File: src/rtl/exc_pkg.sv
// Shared constants and types for the exception register set.
// Assumes a 32-bit datapath and a 5-bit register number.
package exc_pkg;
    localparam int XLEN = 32;
    localparam logic [4:0] NUM_BADADDR = 5'd8;
    localparam logic [4:0] NUM_STATUS  = 5'd12;
    localparam logic [4:0] NUM_CAUSE   = 5'd13;
    localparam logic [4:0] NUM_EPC     = 5'd14;
    localparam int CODE_LSB = 2;
    localparam int CODE_W   = 4;

    // One stack level: mode (1 = user) above enable.
    typedef struct packed {
        logic mode;
        logic ie;
    } priv_lvl_t;
endpackage

File: src/rtl/exc_priv_stack.sv
// Status register: interrupt mask plus a shift stack of {mode, enable}.
// Assumes push and pop are never both asserted (the top resolves that).
// Priority inside: push, then pop, then software write.
module exc_priv_stack
    import exc_pkg::*;
#(
    parameter int DEPTH    = 3,
    parameter int MASK_W   = 8,
    parameter int MASK_LSB = 8
) (
    input  logic            clk,
    input  logic            rst_n,
    input  logic            push_i,
    input  logic            pop_i,
    input  logic            wr_i,
    input  logic [XLEN-1:0] wdata_i,
    output logic [XLEN-1:0] status_o,
    output logic            mode_o,
    output logic            ie_o,
    output logic [MASK_W-1:0] mask_o
);
    localparam int STK_W = 2 * DEPTH;

    logic [STK_W-1:0]  stk_q;
    logic [MASK_W-1:0] mask_q;
    priv_lvl_t         cur;

    // Stack and mask update.
    always_ff @(posedge clk) begin
        if (!rst_n) begin
            stk_q  <= '0;
            mask_q <= '0;
        end else if (push_i) begin
            stk_q <= {stk_q[STK_W-3:0], 2'b00};
        end else if (pop_i) begin
            stk_q <= {2'b00, stk_q[STK_W-1:2]};
        end else if (wr_i) begin
            stk_q  <= wdata_i[STK_W-1:0];
            mask_q <= wdata_i[MASK_LSB +: MASK_W];
        end
    end

    // Assemble the architectural view.
    always_comb begin
        status_o = '0;
        status_o[STK_W-1:0] = stk_q;
        status_o[MASK_LSB +: MASK_W] = mask_q;
    end

    assign cur    = priv_lvl_t'(stk_q[1:0]);
    assign mode_o = cur.mode;
    assign ie_o   = cur.ie;
    assign mask_o = mask_q;

    AST_PUSH_SAVES_PREV: assert property (@(posedge clk) disable iff (!rst_n)
        push_i |=> stk_q[3:2] == $past(stk_q[1:0]));
    AST_PUSH_KERNEL: assert property (@(posedge clk) disable iff (!rst_n)
        push_i |=> !mode_o && !ie_o);
    AST_POP_RESTORES: assert property (@(posedge clk) disable iff (!rst_n)
        (pop_i && !push_i) |=> stk_q[1:0] == $past(stk_q[3:2]));
endmodule

File: src/rtl/exc_cause_reg.sv
// Cause register: sampled interrupt lines, software interrupt bits and
// the exception code. Only the software bits take software writes.
module exc_cause_reg
    import exc_pkg::*;
#(
    parameter int HW_IRQ = 6,
    parameter int SW_IRQ = 2,
    parameter int SW_LSB = 8
) (
    input  logic              clk,
    input  logic              rst_n,
    input  logic [HW_IRQ-1:0] irq_i,
    input  logic              exc_i,
    input  logic [CODE_W-1:0] code_i,
    input  logic              wr_i,
    input  logic [XLEN-1:0]   wdata_i,
    output logic [XLEN-1:0]   cause_o
);
    localparam int HW_LSB = SW_LSB + SW_IRQ;

    logic [HW_IRQ-1:0] hw_q;
    logic [SW_IRQ-1:0] sw_q;
    logic [CODE_W-1:0] code_q;

    // Interrupt line sampling every cycle.
    always_ff @(posedge clk) begin
        if (!rst_n) hw_q <= '0;
        else        hw_q <= irq_i;
    end

    // Code on exception; software bits on a write outside an exception.
    always_ff @(posedge clk) begin
        if (!rst_n) begin
            code_q <= '0;
            sw_q   <= '0;
        end else if (exc_i) begin
            code_q <= code_i;
        end else if (wr_i) begin
            sw_q <= wdata_i[SW_LSB +: SW_IRQ];
        end
    end

    always_comb begin
        cause_o = '0;
        cause_o[HW_LSB +: HW_IRQ]   = hw_q;
        cause_o[SW_LSB +: SW_IRQ]   = sw_q;
        cause_o[CODE_LSB +: CODE_W] = code_q;
    end

    AST_IRQ_MIRROR: assert property (@(posedge clk) disable iff (!rst_n)
        1'b1 |=> cause_o[HW_LSB +: HW_IRQ] == $past(irq_i));
    AST_CODE_LOAD: assert property (@(posedge clk) disable iff (!rst_n)
        exc_i |=> cause_o[CODE_LSB +: CODE_W] == $past(code_i));
    AST_CODE_SW_LOCKED: assert property (@(posedge clk) disable iff (!rst_n)
        !exc_i |=> $stable(cause_o[CODE_LSB +: CODE_W]));
endmodule

File: src/rtl/exc_capture.sv
// Saved exception PC and faulting address. The saved PC takes software
// writes; the fault address is loaded by hardware only.
module exc_capture
    import exc_pkg::*;
(
    input  logic            clk,
    input  logic            rst_n,
    input  logic            exc_i,
    input  logic [XLEN-1:0] pc_i,
    input  logic            addr_valid_i,
    input  logic [XLEN-1:0] addr_i,
    input  logic            epc_wr_i,
    input  logic [XLEN-1:0] wdata_i,
    output logic [XLEN-1:0] epc_o,
    output logic [XLEN-1:0] badaddr_o
);
    // Saved PC: hardware capture beats a software write.
    always_ff @(posedge clk) begin
        if (!rst_n)        epc_o <= '0;
        else if (exc_i)    epc_o <= pc_i;
        else if (epc_wr_i) epc_o <= wdata_i;
    end

    // Fault address: only on an exception carrying an address.
    always_ff @(posedge clk) begin
        if (!rst_n)                    badaddr_o <= '0;
        else if (exc_i && addr_valid_i) badaddr_o <= addr_i;
    end

    AST_EPC_LOAD: assert property (@(posedge clk) disable iff (!rst_n)
        exc_i |=> epc_o == $past(pc_i));
    AST_BADADDR_HOLD: assert property (@(posedge clk) disable iff (!rst_n)
        !(exc_i && addr_valid_i) |=> $stable(badaddr_o));
endmodule

File: src/rtl/exc_ctrl_regs.sv
// Exception register set top: number decode, read mux, interrupt gating
// and the fetch redirect. Assumes exc_req_i and eret_i are one-cycle
// strobes from the retire stage; an exception outranks a return.
module exc_ctrl_regs
    import exc_pkg::*;
#(
    parameter int          HW_IRQ      = 6,
    parameter int          SW_IRQ      = 2,
    parameter int          STK_DEPTH   = 3,
    parameter logic [31:0] HANDLER_VEC = 32'h0000_0100
) (
    input  logic              clk,
    input  logic              rst_n,
    input  logic              exc_req_i,
    input  logic [3:0]        exc_code_i,
    input  logic [31:0]       exc_pc_i,
    input  logic              exc_addr_valid_i,
    input  logic [31:0]       exc_addr_i,
    input  logic [HW_IRQ-1:0] irq_i,
    input  logic              eret_i,
    input  logic              sw_wr_i,
    input  logic [4:0]        sw_num_i,
    input  logic [31:0]       sw_wdata_i,
    input  logic [4:0]        sw_rnum_i,
    output logic [31:0]       sw_rdata_o,
    output logic              user_mode_o,
    output logic              irq_pending_o,
    output logic              redirect_o,
    output logic [31:0]       redirect_pc_o
);
    localparam int SW_LSB = 8;
    localparam int MASK_W = HW_IRQ + SW_IRQ;

    logic [XLEN-1:0]   status, cause, epc, badaddr;
    logic [MASK_W-1:0] mask;
    logic              ie;
    logic              eret_eff;
    logic              wr_status, wr_cause, wr_epc;

    assign eret_eff  = eret_i && !exc_req_i;
    assign wr_status = sw_wr_i && (sw_num_i == NUM_STATUS);
    assign wr_cause  = sw_wr_i && (sw_num_i == NUM_CAUSE);
    assign wr_epc    = sw_wr_i && (sw_num_i == NUM_EPC);

    exc_priv_stack #(.DEPTH(STK_DEPTH), .MASK_W(MASK_W), .MASK_LSB(SW_LSB)) u_stack (
        .clk(clk), .rst_n(rst_n), .push_i(exc_req_i), .pop_i(eret_eff),
        .wr_i(wr_status), .wdata_i(sw_wdata_i), .status_o(status),
        .mode_o(user_mode_o), .ie_o(ie), .mask_o(mask)
    );

    exc_cause_reg #(.HW_IRQ(HW_IRQ), .SW_IRQ(SW_IRQ), .SW_LSB(SW_LSB)) u_cause (
        .clk(clk), .rst_n(rst_n), .irq_i(irq_i), .exc_i(exc_req_i),
        .code_i(exc_code_i), .wr_i(wr_cause), .wdata_i(sw_wdata_i), .cause_o(cause)
    );

    exc_capture u_capture (
        .clk(clk), .rst_n(rst_n), .exc_i(exc_req_i), .pc_i(exc_pc_i),
        .addr_valid_i(exc_addr_valid_i), .addr_i(exc_addr_i),
        .epc_wr_i(wr_epc), .wdata_i(sw_wdata_i), .epc_o(epc), .badaddr_o(badaddr)
    );

    // Read mux by register number; unmapped numbers return zero.
    always_comb begin
        unique case (sw_rnum_i)
            NUM_BADADDR: sw_rdata_o = badaddr;
            NUM_STATUS:  sw_rdata_o = status;
            NUM_CAUSE:   sw_rdata_o = cause;
            NUM_EPC:     sw_rdata_o = epc;
            default:     sw_rdata_o = '0;
        endcase
    end

    // Pending interrupt: any unmasked source while globally enabled.
    assign irq_pending_o = ie && |(cause[SW_LSB +: MASK_W] & mask);

    // Fetch redirect: handler on entry, saved PC on return.
    always_ff @(posedge clk) begin
        if (!rst_n) begin
            redirect_o    <= 1'b0;
            redirect_pc_o <= '0;
        end else begin
            redirect_o    <= exc_req_i || eret_eff;
            redirect_pc_o <= exc_req_i ? HANDLER_VEC : epc;
        end
    end

    AST_ENTRY_VECTOR: assert property (@(posedge clk) disable iff (!rst_n)
        exc_req_i |=> redirect_o && redirect_pc_o == HANDLER_VEC);
    AST_RETURN_TARGET: assert property (@(posedge clk) disable iff (!rst_n)
        (eret_i && !exc_req_i) |=> redirect_o && redirect_pc_o == $past(epc));
    AST_ENTRY_MASKS_IRQ: assert property (@(posedge clk) disable iff (!rst_n)
        exc_req_i |=> !irq_pending_o);
    AST_EXC_BEATS_RET: assert property (@(posedge clk) disable iff (!rst_n)
        (exc_req_i && eret_i) |=> !user_mode_o);
endmodule

File: config.mk
export PLATFORM = sky130hd
export DESIGN_NAME = exc_ctrl_regs
export DESIGN_NICKNAME = d
export VERILOG_FILES = /design/src/rtl/exc_pkg.sv /design/src/rtl/exc_priv_stack.sv /design/src/rtl/exc_cause_reg.sv /design/src/rtl/exc_capture.sv /design/src/rtl/exc_ctrl_regs.sv
export SDC_FILE = /design/constraint.sdc
export NUM_CORES = 1
export LEC_CHECK = 0
export CORE_MARGIN = 3
export CORE_UTILIZATION = 45
export CTS_BUF_LIST = sky130_fd_sc_hd__clkbuf_8
export DETAILED_ROUTE_END_ITERATION = 10
export DONT_BUFFER_PORTS = 1
export PLACE_DENSITY = 0.58
export SLEW_MARGIN = 20
export SYNTH_ARGS = -nofsm -noshare
export SYNTH_HDL_FRONTEND = slang
export SYNTH_SLANG_ARGS = --single-unit
export TNS_END_PERCENT = 50
File: constraint.sdc
create_clock -name clk -period 1.47 [get_ports clk]
set_input_delay 0.0735 -clock clk [delete_from_list [all_inputs] [get_ports clk]]
set_output_delay 0.0735 -clock clk [all_outputs]
set_load 0.1 [all_outputs]
* Yosys cells after proc, flatten, opt, wreduce, memory -nomap -nowiden
Cells that the tools add are included.
Storage, ports and cells: register bits after elaboration 123, output and inout bits 67, logic and storage cells 44
Operators by class: eq/ne operators 7, mux-type cells 7, bitwise logic cells 4, reduce and logical (&&, ||, !) cells 15
Operators with widths (count):
- 32-bit case mux with 4 select lines | 1
- 32-bit two-way mux | 2
- 5-bit by 4-bit equality test with 1-bit output (second input constant) | 7
- 6-bit two-way mux | 3
- 9-bit two-way mux | 1
- 8-bit bitwise AND | 1
- 8-bit OR reduction | 1
- 1-bit logical AND | 6
- 2-bit nonzero test | 2
- 1-bit NOT | 3
- 3-bit AND reduction | 1
- 3-bit nonzero test | 1
- 2-bit AND reduction | 1
- 2-bit OR reduction | 1
- 1-bit logical NOT | 1
- 1-bit logical OR | 1

* Longest topological paths before layout
depth in word-level cells 5, gate-level depth with buffers 6, mapped depth without buffers 4

* Cells and area by module
From an unflattened synthesis, not the netlist that was laid out.
Second synthesis, totals: cells, all modules 638, area total of the unflattened synthesis 6517.5 sq um
Modules (own cells, without submodules):
- exc_capture | times used 1, cells each 288, area each 3169.3 sq um
- exc_ctrl_regs | times used 1, cells each 199, area each 1934.4 sq um
- exc_priv_stack | times used 1, cells each 95, area each 849.6 sq um
- exc_cause_reg | times used 1, cells each 56, area each 564.3 sq um

* Least setup slack after synthesis
No wires, ideal clock.
path kind in2out, start in sw_rnum_i[4], end out sw_rdata_o[2], arrival time 2.770 ns, required time 1.397 ns, slack -1.374 ns, cell stages on the path 3, buffers on the path 0, path through nand3b_2 > or2_2 > o21ai_0
Between the ends: longest elaborated chain between the ends 2, elaborated cells on any way between the ends 5, those cells by class 4 x eq/ne; 1 x mux
Ends and longest elaborated chain:
- start, declared | RTL line exc_ctrl_regs.sv:24 | input logic [4:0] sw_rnum_i,
- 5-bit by 4-bit equality test with 1-bit output | RTL line exc_ctrl_regs.sv:64 | unique case (sw_rnum_i)
- 32-bit case mux with 4 select lines * | RTL line exc_ctrl_regs.sv:64
- end, declared | RTL line exc_ctrl_regs.sv:25 | output logic [31:0] sw_rdata_o,
Every way passes the cells marked *; elsewhere a longest branch is shown, timed or not.

* Worst setup path after layout
start reg u_capture.epc_o[12], end out sw_rdata_o[12]
Between the ends: longest elaborated chain between the ends 1
Ends and longest elaborated chain:
- start, declared | RTL line exc_capture.sv:14 | output logic [XLEN-1:0] epc_o,
- start signal, assigned | RTL line exc_capture.sv:20 | else if (exc_i) epc_o <= pc_i;
- start signal, assigned | RTL line exc_capture.sv:21 | else if (epc_wr_i) epc_o <= wdata_i;
- 32-bit case mux with 4 select lines | RTL line exc_ctrl_regs.sv:64
No other way between the ends.

==> results.md <==
* Pre-CTS setup slack at 0.134 ns
* Via density at 5.41
* Clock Skews at 0.00621 ns
* Post-DP HPWL at 10300 µm
* DR pass1 iterations at 5
* Post-route setup slack at -0.0702 ns
* Non-Filler Instances at 871
* Nets at 840
* Final ANT Viol Nets at 0
* Mapped Cells at 540
* Starting Density at 46.3%
* Comb pwr share at 14.0%
* Highest-delay cell along the critical path: dfxtp_2
* DRT iter0 DRCs at 312
* Max_cap viols at 0
* Net Sw Frac at 25.5%
* Chip width at 112 µm
* Slew @ Worst Pin at 0.612 ns
* Hold Crit Class: input port to flop
* PortBufs at 0
* Post-synthesis simple-gate area fraction at 16.0%
* Worst-path clk slew at 0.08 ns
* First-pass GRT wire length at 26300 µm
* Mux share of post-synthesis cell area at 9.89%
* Placed cell count at 722
* Critical path origin: u_capture.epc_o[12]
* Synth Register Bits at 123
* Minimum clock period at 1.54 ns
* Num CTS Buffers at 17
* Number of global-route vias before repair at 4951
* Xor and xnor area share after synthesis at 0%
* Switch Pwr at 0.00200 W
* Reg2reg path depth at 2
* Area delta synth->final at 53.0%
* Clock latency on the worst-skew pair at 0.44 ns
* Die area at 12600 µm²
* Die Height at 112 µm
* Critical path capture point type: primary output
* Adder-cell share of the synthesized area at 0%
* Crit path DAT at 1.47 ns
* Post-Syn Area at 5060 µm²
* Remaining global-route overflow at 0
* Peak VDD IR at 751 µV
* Root Driver: clkbuf_8
* P_int at 0.00584 W
* R2r startpoint: u_capture.epc_o[8]
* Final period utilization at 105%
* Max-slew violations at 0
* Final setup viols at 6
* Leak at 3.35 nW
* Crit Reg-Reg Endpoint: redirect_pc_o[8]
* Status: finished, violations left
* Crit path max fanout at 2
* Destination of the critical timing path: sw_rdata_o[12]
* Largest family of logic cells by synthesized area: compound AO/OA/AOI/OAI gates
* CTS max path bufs at 2
* Worst path max stage delay at 0.33 ns
* Fmax at 649 MHz
* CTS tree: yes
* Reg2reg setup slack at 0.33 ns
* CTS H-tree lvls at 4
* FP Rows at 38
* Top Ports at 189
* Largest net degree at the start of global routing at 95
* Post-synthesis sequential area ratio at 48.6%
* Warnings, synthesis at 0
* Setup CP Type: flop to primary output
* Slew HR at 59.2%
* Clk sink count at 123
* Syn avg cell area at 9.37 µm²
* Synth cell types at 31
* Routed len/inst at 18.7 µm
* DR DRC count at 0
* Share of layout cells above drive strength 1 at 20.4%
* Final Hold Fails at 0
* Failing checks: setup timing
* Compound-cell area share of the yosys netlist at 20.4%
* Antenna violations before repair at 0
* Post-Route WL at 16300 µm
* Syn_nets at 662
* Commonest non-fill, non-tap cell in the layout: dfxtp_1
* Reg power frac at 45.9%
* Total GRT Usage at 26.5%
* Most frequent cells in the layout: dfxtp_1, dlygate4sd3_1, nand2_1, mux2i_1, buf_4
* Core Region at 10900 µm²
* Diode count at 0
* Total number of vias at 4715
* CP cell instances: a222oi_1 -> nand2_1 -> buf_12
* Clk network pwr share at 40.1%
* CP required at 1.40 ns
* Pwr/cell area at 1010 nW/µm²
* RD Place Congestion at 0.868
* RSZ-0062 raised after global routing: yes
* Setup crit start kind: flop
==> repair_timing <==
| item | CTS | global route |
|---|---|---|
| buffers inserted | 1 | 0 |
| hold buffers | 116 | 0 |
| hold endpoints to repair | 92 | 0 |
| gates resized for setup | 7 | 3 |
| setup endpoints to repair | 9 | 50 |
| pin swaps | 5 | 2 |
==> final cells by class <==
cell class,instances,area (µm²)
well taps,140,175
clock buffers,22,303
multi-input cells,372,2410
fillers,809,3190
clock inverters,10,121
flip-flops and latches,123,2470
inverters,4,15.0
repair buffers,200,2260
==> kinds of logic after synthesis <==
logic type	count (synthesis)
AOI/OAI and AO/OA	161
buffers and inverters	45
DFF	123
muxes	50
and+or+nand+nor	161
==> synth_stat cells <==
cell type	count	area (µm²)
dfxtp_1	123	2460
nand2_1	93	349
o21ai_0	52	260
mux2i_1	50	500
and2_1	38	238
a21oi_1	36	180
a21boi_0	32	240
clkbuf_1	21	78.8
a22o_1	18	158
buf_2	13	65.1
a22oi_1	10	75.1
nand3_1	10	50.1
a222oi_1	8	80.1
nor2b_1	8	50.1
inv_1	4	15.0
buf_12	3	60.1
buf_4	3	22.5
nor2_1	3	11.3
nor3b_2	2	25.0
o211ai_1	2	15.0
a211o_2	1	10.0
a41oi_1	1	8.76
and4b_4	1	13.8
buf_6	1	11.3
nand2b_1	1	6.26
nand3b_2	1	11.3
nand3b_4	1	20.0
nor3_2	1	10.0
nor4_4	1	21.3
o21a_1	1	7.51
or2_2	1	6.26
==> flip-flops by register name, summed over array words and instances, names as in the netlist, 2 cells and up <==
name,flops
u_cause.code_q,4
u_cause.hw_q,6
u_cause.sw_q,2
u_capture.badaddr_o,32
u_stack.stk_q,6
redirect_pc_o,32
u_capture.epc_o,32
u_stack.mask_o,8
==> through the flow <==
step	total power [W]	util [%]	TNS [ns]	area (µm²)	hold slack (ns)
3_3_place_gp	0.00442	55.9	0	6110	0.201
3_5_place_dp	0.00444	55.9	0	6110	0.205
5_1_grt	0.00813	70.8	-0.920	7750	0.0547
4_1_cts	0.00789	70.8	-0.584	7740	0.00199
6_report	0.00784	70.8	-0.254	7750	0.0361
2_1_floorplan	0.00426	-	-6.21	5080	0.201
==> worst max-delay path, delay by kind of cell (launching register included) <==
family | cells | cell delay, ns
flip-flops | 1 | 0.33
AO/OA/AOI/OAI | 1 | 0.32
buffers and inverters | 1 | 0.20
AND/OR/NAND/NOR | 1 | 0.18
==> worst min-delay path by stage <==
stage / startpoint / end / cells after the start
floorplan: irq_i[0] / u_cause.hw_q[0] / 1
global placement: exc_req_i / redirect_pc_o[8] / 1
detailed placement: irq_i[2] / u_cause.hw_q[2] / 1
CTS: sw_num_i[1] / u_cause.sw_q[0] / 4
global route: sw_num_i[1] / u_cause.sw_q[0] / 4
finish: sw_num_i[1] / u_cause.sw_q[0] / 4
==> power by group through the flow <==
stage                     combinational [W]  sequential [W]  clock [W]
after global routing                0.00117         0.00361    0.00334
after detailed placement           0.000769         0.00367          0
after CTS                           0.00108         0.00359    0.00321
after floorplan                    0.000414         0.00384          0
after global placement             0.000756         0.00367          0
final                               0.00109         0.00360    0.00315
==> layer usage <==
metal	part of all wire (%)	wire length [µm]	vias up	track usage [%]
met5	0	0	-	0
met4	2.6	426	0	10.8
met3	6.4	1040	35	6.74
met2	51	8330	195	46.4
met1	40	6510	2237	31.0
li1	-	-	2248	-
Power figures use the tool's default switching activity.
